$ cat src/rtl/pwin_pkg.sv
package pwin_pkg;

  // Per-slot strobes from control to datapath.
  typedef struct packed {
    logic load;        // occupy this slot with a new attempt
    logic advance;     // unpaused mismatch, bump the cycle count
    logic retirePass;  // matched on an unpaused cycle
    logic retireFail;  // window used up without a match
  } slotCmdT;

  // Strobes tied to the trigger edge itself.
  typedef struct packed {
    logic newPass;      // edge resolved on its own cycle
    logic loadCounted;  // the edge cycle counts as window cycle one
    logic setOverflow;  // edge needed a slot and none was free
  } edgeCmdT;

endpackage

$ cat src/rtl/pwin_control.sv
module pwin_control
  import pwin_pkg::*;
#(
  parameter int SLOTS  = 4,
  parameter int WINDOW = 6,
  parameter int CNT_W  = 3
) (
  input  logic                         clk,
  input  logic                         rstN,
  input  logic                         trig,
  input  logic                         comp,
  input  logic                         pause,
  input  logic [SLOTS-1:0]             slotValid,
  input  logic [SLOTS-1:0][CNT_W-1:0]  slotUsed,
  output slotCmdT [SLOTS-1:0]          slotCmd,
  output edgeCmdT                      edgeCmd
);

  localparam logic [CNT_W-1:0] LAST_USED = CNT_W'(WINDOW - 1);

  logic trigPrev;
  logic riseHit;
  logic enabled;
  logic matchNow;
  logic needSlot;
  logic [SLOTS-1:0] freeMask;
  logic [SLOTS-1:0] firstFree;

  always_ff @(posedge clk or negedge rstN) begin
    if (!rstN) trigPrev <= 1'b0;
    else       trigPrev <= trig;
  end

  assign riseHit  = trig & ~trigPrev;
  assign enabled  = ~pause;
  assign matchNow = ~(trig ^ comp);
  assign freeMask = ~slotValid;

  // Lowest-indexed free slot, one-hot.
  always_comb begin
    logic found;
    found     = 1'b0;
    firstFree = '0;
    for (int i = 0; i < SLOTS; i++) begin
      if (freeMask[i] && !found) begin
        firstFree[i] = 1'b1;
        found        = 1'b1;
      end
    end
  end

  assign needSlot = riseHit & ~(enabled & matchNow);

  genvar g;
  generate
    for (g = 0; g < SLOTS; g++) begin : gSlotCmd
      logic lastCycle;
      logic live;
      assign lastCycle  = (slotUsed[g] == LAST_USED);
      assign live       = slotValid[g] & enabled;
      assign slotCmd[g].load       = needSlot & firstFree[g];
      assign slotCmd[g].retirePass = live & matchNow;
      assign slotCmd[g].retireFail = live & ~matchNow & lastCycle;
      assign slotCmd[g].advance    = live & ~matchNow & ~lastCycle;
    end
  endgenerate

  assign edgeCmd.newPass     = riseHit & enabled & matchNow;
  assign edgeCmd.loadCounted = enabled;
  assign edgeCmd.setOverflow = needSlot & ~(|freeMask);

endmodule

$ cat src/rtl/pwin_datapath.sv
module pwin_datapath
  import pwin_pkg::*;
#(
  parameter int SLOTS   = 4,
  parameter int CNT_W   = 3,
  parameter int COUNT_W = 16
) (
  input  logic                         clk,
  input  logic                         rstN,
  input  slotCmdT [SLOTS-1:0]          slotCmd,
  input  edgeCmdT                      edgeCmd,
  output logic [SLOTS-1:0]             slotValid,
  output logic [SLOTS-1:0][CNT_W-1:0]  slotUsed,
  output logic                         passPulse,
  output logic                         failPulse,
  output logic                         overflow,
  output logic [COUNT_W-1:0]           passCount,
  output logic [COUNT_W-1:0]           failCount
);

  localparam int HIT_W = $clog2(SLOTS + 2);

  logic [HIT_W-1:0] passHits;
  logic [HIT_W-1:0] failHits;

  genvar g;
  generate
    for (g = 0; g < SLOTS; g++) begin : gSlot
      always_ff @(posedge clk or negedge rstN) begin
        if (!rstN) begin
          slotValid[g] <= 1'b0;
          slotUsed[g]  <= '0;
        end else if (slotCmd[g].load) begin
          slotValid[g] <= 1'b1;
          slotUsed[g]  <= CNT_W'(edgeCmd.loadCounted);
        end else if (slotCmd[g].retirePass || slotCmd[g].retireFail) begin
          slotValid[g] <= 1'b0;
        end else if (slotCmd[g].advance) begin
          slotUsed[g]  <= slotUsed[g] + 1'b1;
        end
      end
    end
  endgenerate

  always_comb begin
    passHits = HIT_W'(edgeCmd.newPass);
    failHits = '0;
    for (int i = 0; i < SLOTS; i++) begin
      passHits = passHits + HIT_W'(slotCmd[i].retirePass);
      failHits = failHits + HIT_W'(slotCmd[i].retireFail);
    end
  end

  always_ff @(posedge clk or negedge rstN) begin
    if (!rstN) begin
      passPulse <= 1'b0;
      failPulse <= 1'b0;
      overflow  <= 1'b0;
      passCount <= '0;
      failCount <= '0;
    end else begin
      passPulse <= (passHits != '0);
      failPulse <= (failHits != '0);
      overflow  <= overflow | edgeCmd.setOverflow;
      passCount <= passCount + COUNT_W'(passHits);
      failCount <= failCount + COUNT_W'(failHits);
    end
  end

endmodule

$ cat src/rtl/paused_window_monitor.sv
module paused_window_monitor
  import pwin_pkg::*;
#(
  parameter int SLOTS   = 4,
  parameter int WINDOW  = 6,
  parameter int COUNT_W = 16
) (
  input  logic               clk,
  input  logic               rstN,
  input  logic               trig,
  input  logic               comp,
  input  logic               pause,
  output logic               passPulse,
  output logic               failPulse,
  output logic               overflow,
  output logic [COUNT_W-1:0] passCount,
  output logic [COUNT_W-1:0] failCount
);

  localparam int CNT_W = $clog2(WINDOW);

  slotCmdT [SLOTS-1:0]         slotCmd;
  edgeCmdT                     edgeCmd;
  logic [SLOTS-1:0]            slotValid;
  logic [SLOTS-1:0][CNT_W-1:0] slotUsed;

  pwin_control #(
    .SLOTS(SLOTS), .WINDOW(WINDOW), .CNT_W(CNT_W)
  ) u_control (
    .clk(clk), .rstN(rstN), .trig(trig), .comp(comp), .pause(pause),
    .slotValid(slotValid), .slotUsed(slotUsed),
    .slotCmd(slotCmd), .edgeCmd(edgeCmd)
  );

  pwin_datapath #(
    .SLOTS(SLOTS), .CNT_W(CNT_W), .COUNT_W(COUNT_W)
  ) u_datapath (
    .clk(clk), .rstN(rstN), .slotCmd(slotCmd), .edgeCmd(edgeCmd),
    .slotValid(slotValid), .slotUsed(slotUsed),
    .passPulse(passPulse), .failPulse(failPulse), .overflow(overflow),
    .passCount(passCount), .failCount(failCount)
  );

endmodule

$ cat config.mk
export PLATFORM = sky130hd
export DESIGN_NAME = paused_window_monitor
export DESIGN_NICKNAME = d
export VERILOG_FILES = /design/src/rtl/pwin_pkg.sv /design/src/rtl/pwin_control.sv /design/src/rtl/pwin_datapath.sv /design/src/rtl/paused_window_monitor.sv
export SDC_FILE = /design/constraint.sdc
export NUM_CORES = 1
export LEC_CHECK = 0
export BUFFER_PORTS_ARGS = -buffer_cell sky130_fd_sc_hd__buf_4
export CAP_MARGIN = 0
export CORE_ASPECT_RATIO = 1.1
export CORE_MARGIN = 2
export CORE_UTILIZATION = 54
export DETAILED_ROUTE_END_ITERATION = 6
export PLACE_DENSITY = 0.85
export RECOVER_POWER = 25
export SLEW_MARGIN = 40
export SYNTH_ARGS = -nofsm -noshare
export SYNTH_HDL_FRONTEND = slang
export SYNTH_SLANG_ARGS = --single-unit
$ cat constraint.sdc
create_clock -name clk -period 4.3 [get_ports clk]
set_clock_uncertainty 0.1 [all_clocks]
set_input_delay 0.86 -clock clk [delete_from_list [all_inputs] [get_ports clk]]
set_output_delay 0.86 -clock clk [all_outputs]
set_load 0.1 [all_outputs]
# After elaboration in Yosys (flattened, before gate mapping)
# Index checks and enable logic that the tools add are counted.
dict set report totals {
  ff_bits 52
}
dict set report classes {
  bitwise_logic 42
  n_reduce_logical 25
  eq_ne 8
  add_sub_neg 13
  muxes 26
}
# operator n
set ops {}
lappend ops {{3-bit 2-to-1 mux} 12}
lappend ops {{16-bit by 3-bit adder with 16-bit output} 2}
lappend ops {{1-bit AND} 30}
lappend ops {{2-bit nonzero test} 8}
lappend ops {{3-bit by 1-bit adder with 3-bit output} 5}
lappend ops {{1-bit 2-to-1 mux} 14}
lappend ops {{3-bit by 1-bit adder with 3-bit output (second input constant)} 4}
lappend ops {{3-bit == test (second input constant)} 4}
lappend ops {{1-bit inverter} 9}
lappend ops {{2-bit inequality test (second input constant)} 4}
lappend ops {{2-bit AND reduction} 4}
lappend ops {{3-bit nonzero test} 2}
lappend ops {{1-bit by 1-bit adder with 2-bit output} 2}
lappend ops {{1-bit logical OR} 4}
lappend ops {{4-bit inverter} 1}
lappend ops {{4-bit OR reduction} 1}
lappend ops {{1-bit logical AND} 3}
lappend ops {{1-bit logical NOT} 3}
lappend ops {{1-bit bitwise OR} 1}
lappend ops {{1-bit XOR} 1}

# Longest topological paths before layout
# Gate-level depths: netlist of run 1.
dict set report logic_depth {
  word_depth 14
  ltp_mapped 14
  mapped_depth_nobuf 14
}

# Modules after synthesis
# A second synthesis of run 1 with hierarchy kept.
dict set report unflattened {
  hier_cells 239
  hier_area_um2 2652.5
}
# mod area_each_um2 instances cells_each
set by_module_without_submodules {}
lappend by_module_without_submodules {pwin_datapath 2407.3 1 207}
lappend by_module_without_submodules {pwin_control 245.2 1 32}

# Least setup slack after synthesis of run 1
# No wires, ideal clock.
dict set report synth_timing {
  path_kind {in2reg}
  startpoint {input trig}
  endpoint {register u_datapath.passCount[10]}
  required_time_ns 4.038
  arrival_ns 3.926
  cell_stages 13
  path_buffers 0
  path_slack_ns 0.111
  cell_sequence {xor2_2 -> nor2_1 -> and2_1 -> ha_1 -> fa_1 -> ha_1 -> fa_1 -> inv_1 -> fa_1 -> nor2b_1 -> o211ai_1 -> nor2_1 -> xor2_1}
}
dict set report synth_via {
  elab_chain_cells 8
}
# element line_no
set synth_lines {}
lappend synth_lines {{start, declared} paused_window_monitor.sv:10} ;# input logic trig,
lappend synth_lines {{1-bit AND / 1-bit XOR (equally long branches)} {pwin_control.sv:34, pwin_control.sv:36}}
lappend synth_lines {{1-bit AND / 1-bit inverter (equally long branches)} {pwin_control.sv:68, pwin_control.sv:36}}
lappend synth_lines {{1-bit AND (on tied branches)} {pwin_control.sv:68, pwin_control.sv:62}}
lappend synth_lines {{1-bit by 1-bit adder with 2-bit output} pwin_datapath.sv:49} ;# passHits = passHits + HIT_W'(slotCmd[i].retirePass);
lappend synth_lines {{3-bit by 1-bit adder with 3-bit output (2 in a row)} pwin_datapath.sv:49}
lappend synth_lines {{3-bit by 1-bit adder with 3-bit output (*)} pwin_datapath.sv:49}
lappend synth_lines {{16-bit by 3-bit adder with 16-bit output (*)} pwin_datapath.sv:65} ;# passCount <= passCount + COUNT_W'(passHits);
lappend synth_lines {{end signal, assigned} pwin_datapath.sv:65}
lappend synth_lines {{end, declared} pwin_datapath.sv:17} ;# output logic [COUNT_W-1:0] passCount,
# Mark *: on every way between the ends. The rest lies on a longest branch, timed or not.
# A chain may end at the register's enable or synchronous reset.

# Worst setup path in the final report of run 1
dict set report layout_timing {
  startpoint {input trig}
  endpoint {register u_datapath.passCount[14]}
}
# The elaborated chain is that of the path after synthesis.

==> flow_summary.yaml, run 1 <==
timing:
  min_period_ps: 3990
  final_max_slew_viol_count: 53
  finalHoldViolations: 0
  rsz0062_at_grt: "false"
  holdWs_ps: 374
  worst_slew_pin_slew_ps: 2780
  relSlewSlack_pct: -85.1
  final-setup-viol-count: 0
  timing.final.crit_share_pct: 92.8
  tns_ps: 0
  fmax_ghz: 0.251
pwr:
  p_leak_nw: 1.64
  pwr-share-clk_pct: 24.6
  p_per_area_nw_per_um2: 488
  intPower_uw: 952
  swShare_pct: 39.6
  ir_worst_vdd_mv: 0.262
  combPwrFrac_pct: 34.3
  seqPwrFrac_pct: 41.1
  p_switching_uw: 626
worst_setup_path:
  endpoint_kind: "register"
  cp_max_fo: 4
  cp-start-kind: "input pin"
  crit_path_end: "u_datapath.passCount[14]$_DFF_PN0_"
  worstSetupPathType: "in -> reg"
  r2r-end: "u_datapath.passCount[14]$_DFF_PN0_"
  r2r-start: "u_control.trigPrev$_DFF_PN0_"
  cp.required_ps: 4430
  reg2reg_depth: 12
  critPathLaunch: "trig"
  crit_arrival_ps: 4120
  ff2ff_setup_slack_ps: 800
cts:
  cts-buffers-inserted: 5
  tritoncts: "yes"
  post-cts-setup-buffers: 0
  cts_sinks: 52
  cts_hold_buffers: 0
  clk_pin_slew_ps: 90
  max-clock-path-buffers: 2
  h-tree-depth: 2
  ctsResizeCount: 0
  cts_root_buf: "clkbuf_8"
  clk_latency_ps: 300
flow_run:
  maxCapViolCount: 1
yosys:
  synthSimpleGateAreaFrac_pct: 18.6
  synthTopCellsByArea: "dfrtp_1 48%, ha_1 8.3%, xnor2_1 8.1%"
  synth_top_family_by_area: "simple AND/OR/NAND/NOR gates"
  synth_common_cells: "52 x dfrtp_1, 25 x xnor2_1, 18 x ha_1, 16 x nand2_1"
  synthAdderAreaFrac_pct: 12.0
  ys_types: 40
  yosys_warnings: 0
  synthCells: 234
  synth_xor_area_share_pct: 11.9
  synth-async-reset-ratio_pct: 100
  synthFlopType: "dfrtp_1"
  syn-cell-area_um2: 2700
  synth_compound_area_share_pct: 4.21
  synth_edf_count: 0
  avgSynthCellArea_um2: 11.5
  ys_seq_area_share_pct: 48.2
  synth_most_common_cell: "dfrtp_1"
  synth_top_area_share_pct: 48.2
  synthMuxAreaShare_pct: 2.96
  syn_nets: 262
  yosysTopAreaCell: "dfrtp_1"
  synth_seq_cells: 52
floorplanning:
  initial_core_util_pct: 55.1
  dieArea_um2: 5580
  dieWidth_um: 71.4
  ios: 40
  rows: 27
  die_y_um: 78.2
  coreArea_um2: 4900
finish:
  area_growth_pct: 19.6
  finish.net_count: 313
  drive_above_1_share_pct: 21.8
  n_antenna_cell: 0
routing:
  wl_um: 5020
  viasPerCell: 5.47
  drt.antenna.violating_nets: 0
  wl_per_cell_um: 14.6
  drc_errors: 0
  routed-via-count: 1875
  firstDrtPassIters: 4
  drtIter0Drc: 70
place:
  portBuffers: 39
  gp_congestion: 0.778
  hpwlAfterDp_um: 3720
global_route:
  grt_pass1_wl_um: 8830
  antenna_found_initial: 0
  first_global_vias: 1987
  grt_usage_pct: 19.8
  grt_max_degree: 53
  overflow: 0
hold_path:
  holdPathStages: 1
  hold_path_class: "reg -> reg"
run_status:
  status: "complete, but fails checks"
  violations: "capacitance limit, slew limit"
[through the flow]
| step | cells | total power, mW | cell area [um2] | utilization, % | worst slack (ps) |
|---|---|---|---|---|---|
| 6_report | 343 | 1.58 | 3230 | 66.0 | 311 |
| 5_1_grt | 343 | 1.66 | 3230 | 66.0 | 142 |
| 4_1_cts | 343 | 1.59 | 3240 | 66.1 | 336 |
| 3_5_place_dp | 336 | 1.20 | 3110 | 63.5 | 16.4 |
| 3_3_place_gp | 336 | 1.18 | 3110 | 63.5 | 125 |
| 2_1_floorplan | 234 | 1.06 | 2700 | - | 111 |
[power by group through the flow]
stage	sequential, mW	combinational (mW)	clock (mW)
2_1_floorplan	0.891	0.171	0
3_3_place_gp	0.655	0.524	0
3_5_place_dp	0.658	0.547	0
4_1_cts	0.649	0.549	0.397
5_1_grt	0.659	0.582	0.415
6_report	0.649	0.541	0.388
[state kept, by name, summed over array words and instances (netlist names)]
| signal | cells |
|---|---|
| u_datapath.overflow | 1 |
| u_datapath.passCount | 16 |
| u_datapath.failPulse | 1 |
| u_datapath.passPulse | 1 |
| u_datapath.failCount | 16 |
| u_datapath.slotValid | 4 |
| u_control.trigPrev | 1 |
| u_datapath.slotUsed | 12 |
[how the worst min path moves through the flow]
| stage | start | end | slack [ps] |
|---|---|---|---|
| 2_1_floorplan | u_datapath.slotUsed[2]$_DFFE_PN0P_ | u_datapath.slotUsed[2]$_DFFE_PN0P_ | 350 |
| 3_3_place_gp | u_datapath.passCount[15]$_DFF_PN0_ | u_datapath.passCount[15]$_DFF_PN0_ | 360 |
| 3_5_place_dp | u_datapath.overflow$_DFF_PN0_ | u_datapath.overflow$_DFF_PN0_ | 360 |
| 4_1_cts | u_datapath.failCount[15]$_DFF_PN0_ | u_datapath.failCount[15]$_DFF_PN0_ | 380 |
| 5_1_grt | u_datapath.passCount[15]$_DFF_PN0_ | u_datapath.passCount[15]$_DFF_PN0_ | 400 |
| 6_report | u_datapath.failCount[15]$_DFF_PN0_ | u_datapath.failCount[15]$_DFF_PN0_ | 370 |
[layout make-up]
cell class	count	area (um2)
clock buffer	5	68.8
clock inverter	2	60.1
fill	382	1670
inverter	12	45.0
multi-input combinational	168	1350
sequential	52	1300
tap	58	72.6
timing repair buffer	46	338
[layer usage]
layer / part of all wire, % / up-vias / global-route usage [%]
met2: 53 / 42 / 34.9
met1: 42 / 928 / 24.1
met3: 3.9 / 8 / 4.11
met5: 0 / - / 0
met4: 1.3 / 0 / 6.42
li1: - / 897 / -
[layout by cell type, fill, tap and decap left out, types with 2 or more instances in the layout]
master     count
and2_1         6
buf_4         44
nand2b_1       2
ha_1          18
nand2_1       16
clkbuf_1       2
nor2b_1        9
clkbuf_8       5
mux2i_1        8
xnor2_1       25
o2111ai_1      2
xor2_1        10
a21oi_1        2
nor4b_2        2
and3_1         5
nor2_1        12
fa_1           5
inv_1         12
o21ai_0        2
a31o_2         2
dfrtp_1       52
nor3b_1        2
bufinv_16      2
nand3_1        8
nand4_1        8
or3_1          2
and4_1         6
a21o_1         2
[worst max-delay path, stage by stage]
cell	delay (ps)
clkbuf_1	120
xor2_2	190
nor2_1	180
and2_1	160
ha_1	240
fa_1	480
ha_1	240
fa_1	540
inv_1	70
fa_1	420
nor2b_1	170
o211ai_1	150
nor2_1	140
xor2_1	160
[cells by family after synthesis]
| group | count (synthesis) |
|---|---|
| AOI/OAI and AO/OA | 16 |
| xor gates and xnor gates | 36 |
| adders and majority gates | 23 |
| buffers and inverters | 14 |
| DFF | 52 |
| muxes | 8 |
| and+or+nand+nor | 85 |
Note: power is estimated with default switching activity, not from simulation.
==> inputs of run 2 (changes only) <==
Settings changed: BUFFER_PORTS_ARGS -buffer_cell sky130_fd_sc_hd__buf_4 to -buffer_cell sky130_fd_sc_hd__buf_2.
==> flow_summary.yaml, run 2 (synthesis results as in run 1) <==
run_status:
  status: "complete, but fails checks"
  violations: "capacitance limit, slew limit"
global_route:
  grt_pass1_wl_um: 8910
  grt_max_degree: 53
  grt_usage_pct: 20.0
  antenna_found_initial: 0
  overflow: 0
  first_global_vias: 2005
worst_setup_path:
  crit_chain: "buf_2 > xor2_2 > nor2_1 > and2_1 > ha_1 > fa_1 > ha_1 > fa_1 > inv_1 > fa_1 > nor2b_1 > buf_4 > o2111ai_1 > xnor2_1"
  cp_max_fo: 4
  reg2reg_depth: 12
  path_buf_inv: 3
  cp.required_ps: 4390
  critPathSlowestCell: "fa_1"
  endpoint_kind: "register"
  crit_family: "adder cells"
  cp_common_cell: "fa_1"
  cp_num_cells: 14
  max_stage_delay_ps: 550
  cp-start-kind: "input pin"
  worstSetupPathType: "in -> reg"
  crit_arrival_ps: 4100
pwr:
  intPower_uw: 868
  p_leak_nw: 1.63
  seqPwrFrac_pct: 43.7
  power_mw: 1.48
  p_switching_uw: 613
  pwr-share-clk_pct: 21.3
  combPwrFrac_pct: 35.0
  ir_worst_vdd_mv: 0.294
  p_per_area_nw_per_um2: 476
  swShare_pct: 41.4
cts:
  clk_pin_slew_ps: 90
  tritoncts: "yes"
  h-tree-depth: 2
  clk_latency_ps: 300
  cts_sinks: 52
  ctsResizeCount: 0
  cts-buffers-inserted: 5
  cts_hold_buffers: 0
  cts_root_buf: "clkbuf_8"
  post-cts-setup-buffers: 0
  max-clock-path-buffers: 2
routing:
  wl_per_cell_um: 14.4
  drc_errors: 0
  wl_um: 4940
  drt.antenna.violating_nets: 0
  firstDrtPassIters: 4
  routed-via-count: 1878
  drtIter0Drc: 107
  viasPerCell: 5.48
timing:
  tns_ps: 0
  min_period_ps: 4020
  finalWorstSetupSlack_ps: 280
  final_max_slew_viol_count: 53
  finalHoldViolations: 0
  fmax_ghz: 0.249
  relSlewSlack_pct: -81.2
  timing.final.crit_share_pct: 93.5
  worst_slew_pin_slew_ps: 2720
  final-setup-viol-count: 0
  rsz0062_at_grt: "false"
floorplanning:
  dieArea_um2: 5580
  die_y_um: 78.2
  coreArea_um2: 4900
  rows: 27
  ios: 40
  dieWidth_um: 71.4
  initial_core_util_pct: 55.1
finish:
  reg_top3: "u_datapath.failCount x16, u_datapath.passCount x16, u_datapath.slotUsed x12"
  layout_common_cells: "52 x dfrtp_1, 39 x buf_2, 25 x xnor2_1"
  n_antenna_cell: 0
  area_growth_pct: 15.3
  finish.net_count: 314
  drive_above_1_share_pct: 22.1
  final_common_cell: "dfrtp_1"
place:
  dpl_worst_slack_ps: -35.5
  hpwlAfterDp_um: 3710
  portBuffers: 39
  gp_congestion: 0.762
hold_path:
  hold_path_class: "reg -> reg"
  holdPathStages: 1
flow_run:
  maxCapViolCount: 1
run 2: cell types whose count changed in the layout (fill, tap and decap cells not counted), sizes merged:
| cell | change |
|---|---|
| clkbuf | -1 |
| bufinv | -1 |
| buf | +2 |
run 2: layout make-up:
class / instances / area (um2)
inverter: 12 / 45.0
tap: 58 / 72.6
clock inverter: 1 / 30.0
sequential: 52 / 1300
clock buffer: 5 / 68.8
timing repair buffer: 47 / 251
multi-input combinational: 168 / 1350
fill: 388 / 1780
run 2: worst paths after layout:
check	startpoint	to	slack, ps
worst min register to register	u_datapath.passCount[15]$_DFF_PN0_	u_datapath.passCount[15]$_DFF_PN0_	370
worst max register to register	u_control.trigPrev$_DFF_PN0_	u_datapath.passCount[12]$_DFF_PN0_	740
worst max-delay path	trig	u_datapath.passCount[12]$_DFF_PN0_	280
worst min-delay path	u_datapath.passCount[15]$_DFF_PN0_	u_datapath.passCount[15]$_DFF_PN0_	370
max in group asynchronous	rstN	u_datapath.slotUsed[3]$_DFFE_PN0P_	1160
min in group asynchronous	rstN	u_datapath.slotUsed[10]$_DFFE_PN0P_	1410
run 2: routing by layer:
| layer | GRT usage [%] | vias to the layer above | wire length [um] |
|---|---|---|---|
| met1 | 23.6 | 938 | 2050 |
| met3 | 4.62 | 5 | 215 |
| li1 | - | 897 | - |
| met5 | 0 | - | 0 |
| met2 | 36.3 | 38 | 2630 |
| met4 | 5.09 | 0 | 46 |
run 2: stage by stage:
step / cells / area (um2) / hold slack (ps) / util [%]
final: 343 / 3110 / 372 / 63.6
after floorplan: 234 / 2700 / 353 / -
after global routing: 343 / 3110 / 386 / 63.6
after global placement: 337 / 3020 / 352 / 61.6
after detailed placement: 337 / 3020 / 359 / 61.6
after CTS: 343 / 3120 / 381 / 63.7
run 2: power groups by stage:
stage / Sequential (mW) / Clock [mW] / Combinational (mW)
floorplan: 0.891 / 0 / 0.171
CTS: 0.646 / 0.322 / 0.527
global route: 0.660 / 0.342 / 0.559
detailed placement: 0.656 / 0 / 0.523
finish: 0.647 / 0.316 / 0.519
global placement: 0.651 / 0 / 0.502
==> inputs of run 3 (changes only) <==
Clock period 4.3 ns to 5 ns, I/O delays scaled along.
==> flow_summary.yaml, run 3 (synthesis results as in run 1) <==
finish:
  final_common_cell: "dfrtp_1"
  postLayoutCoreUtil_pct: 63.0
  nFillCells: 393
  n_antenna_cell: 0
  area_growth_pct: 14.3
  stdcell_count: 338
  finish.net_count: 307
  layout_common_cells: "52 x dfrtp_1, 38 x buf_2, 25 x xnor2_1"
  drive_above_1_share_pct: 20.4
  reg_top3: "u_datapath.failCount x16, u_datapath.passCount x16, u_datapath.slotUsed x12"
routing:
  firstDrtPassIters: 4
  routed-via-count: 1825
  drc_errors: 0
  viasPerCell: 5.40
  drtIter0Drc: 103
  wl_per_cell_um: 14.0
  drt.antenna.violating_nets: 0
  wl_um: 4730
timing:
  finalHoldViolations: 0
  relSlewSlack_pct: -84.2
  min_period_ps: 4450
  final-setup-viol-count: 0
  fmax_ghz: 0.225
  timing.final.crit_share_pct: 89.0
  final_max_slew_viol_count: 53
  rsz0062_at_grt: "false"
  tns_ps: 0
  worst_slew_pin_slew_ps: 2760
flow_run:
  maxCapViolCount: 1
cts:
  tritoncts: "yes"
  ctsResizeCount: 0
  h-tree-depth: 2
  cts_sinks: 52
  clk_latency_ps: 300
  cts_root_buf: "clkbuf_8"
  cts-buffers-inserted: 5
  post-cts-setup-buffers: 0
  cts_hold_buffers: 0
  max-clock-path-buffers: 2
  clk_pin_slew_ps: 90
hold_path:
  hold_path_class: "reg -> reg"
  worstHoldStart: "u_datapath.failCount[15]$_DFF_PN0_"
global_route:
  overflow: 0
  first_global_vias: 1904
  antenna_found_initial: 0
  grt_usage_pct: 18.8
  grt_max_degree: 53
  grt_pass1_wl_um: 8320
worst_setup_path:
  endpoint_kind: "register"
  r2r-start: "u_control.trigPrev$_DFF_PN0_"
  cp-start-kind: "input pin"
  cp.required_ps: 5130
  worstSetupPathType: "in -> reg"
  critPathLaunch: "trig"
  crit_arrival_ps: 4580
  cp_max_fo: 10
floorplanning:
  ios: 40
  dieWidth_um: 71.4
  rows: 27
  dieArea_um2: 5580
  initial_core_util_pct: 55.1
  coreArea_um2: 4900
  die_y_um: 78.2
place:
  dp.cells: 330
  hpwlAfterDp_um: 3470
  portBuffers: 39
  gp_congestion: 0.769
pwr:
  ir_worst_vdd_mv: 0.291
  p_per_area_nw_per_um2: 422
  p_leak_nw: 1.60
run_status:
  status: "complete, but fails checks"
  violations: "capacitance limit, slew limit"
run 3: cell types whose count changed in the layout (fill, tap and decap cells not counted), sizes merged:
cell / previous run / this run
clkbuf: 6 / 9
buf: 46 / 38
run 3: cell type report:
cell class	count	area (um2)	share of cell area, %
Timing Repair Buffer	40	198	6.40
Inverter	12	45.0	1.46
Tap cell	58	72.6	2.35
Clock buffer	7	96.3	3.12
Sequential cell	52	1300	42.1
Clock inverter	1	30.0	0.972
Multi-Input combinational cell	168	1350	43.6
run 3: path summary, 6_finish.rpt:
check,endpoint,slack (ps),cells after the start
hold / removal,u_datapath.failCount[15]$_DFF_PN0_,370,1
setup / recovery,u_datapath.passCount[14]$_DFF_PN0_,550,14
hold reg to reg,u_datapath.failCount[15]$_DFF_PN0_,370,1
min in group asynchronous,u_datapath.slotUsed[10]$_DFFE_PN0P_,1570,2
max in group asynchronous,u_datapath.passCount[3]$_DFF_PN0_,1680,2
setup reg to reg,u_datapath.passCount[14]$_DFF_PN0_,1310,12
run 3: per-layer routing:
| metal | wire length, um | vias to the layer above | global-route usage, % |
|---|---|---|---|
| li1 | - | 884 | - |
| met1 | 2080 | 889 | 23.3 |
| met2 | 2350 | 43 | 32.1 |
| met3 | 214 | 9 | 4.75 |
| met4 | 78 | 0 | 5.66 |
| met5 | 0 | - | 0 |
run 3: worst max-delay path, stage by stage:
cell and delay [ps]:
clkbuf_1 160, xor2_2 330, nor2_1 120, and2_1 160
ha_1 310, fa_1 460, ha_1 220, fa_1 550
inv_1 60, fa_1 430, nor2b_1 250, o211ai_1 170
nor2_1 170, xor2_1 180
run 3: per-stage QoR:
| stage | cell area, um2 | worst slack (ps) | hold WS, ps | total power, mW |
|---|---|---|---|---|
| 2_1_floorplan | 2700 | 671 | 353 | 0.913 |
| 3_3_place_gp | 2970 | 434 | 351 | 0.986 |
| 3_5_place_dp | 2970 | 298 | 358 | 1.00 |
| 4_1_cts | 3090 | 575 | 375 | 1.32 |
| 5_1_grt | 3090 | 296 | 409 | 1.37 |
| 6_report | 3090 | 548 | 367 | 1.30 |
run 3: report_power, final:
part | internal [mW] | leakage, nW | switching, mW
Combinational | 0.109 | 0.845 | 0.329
Clock | 0.177 | 0.0645 | 0.134
Sequential | 0.489 | 0.695 | 0.0657
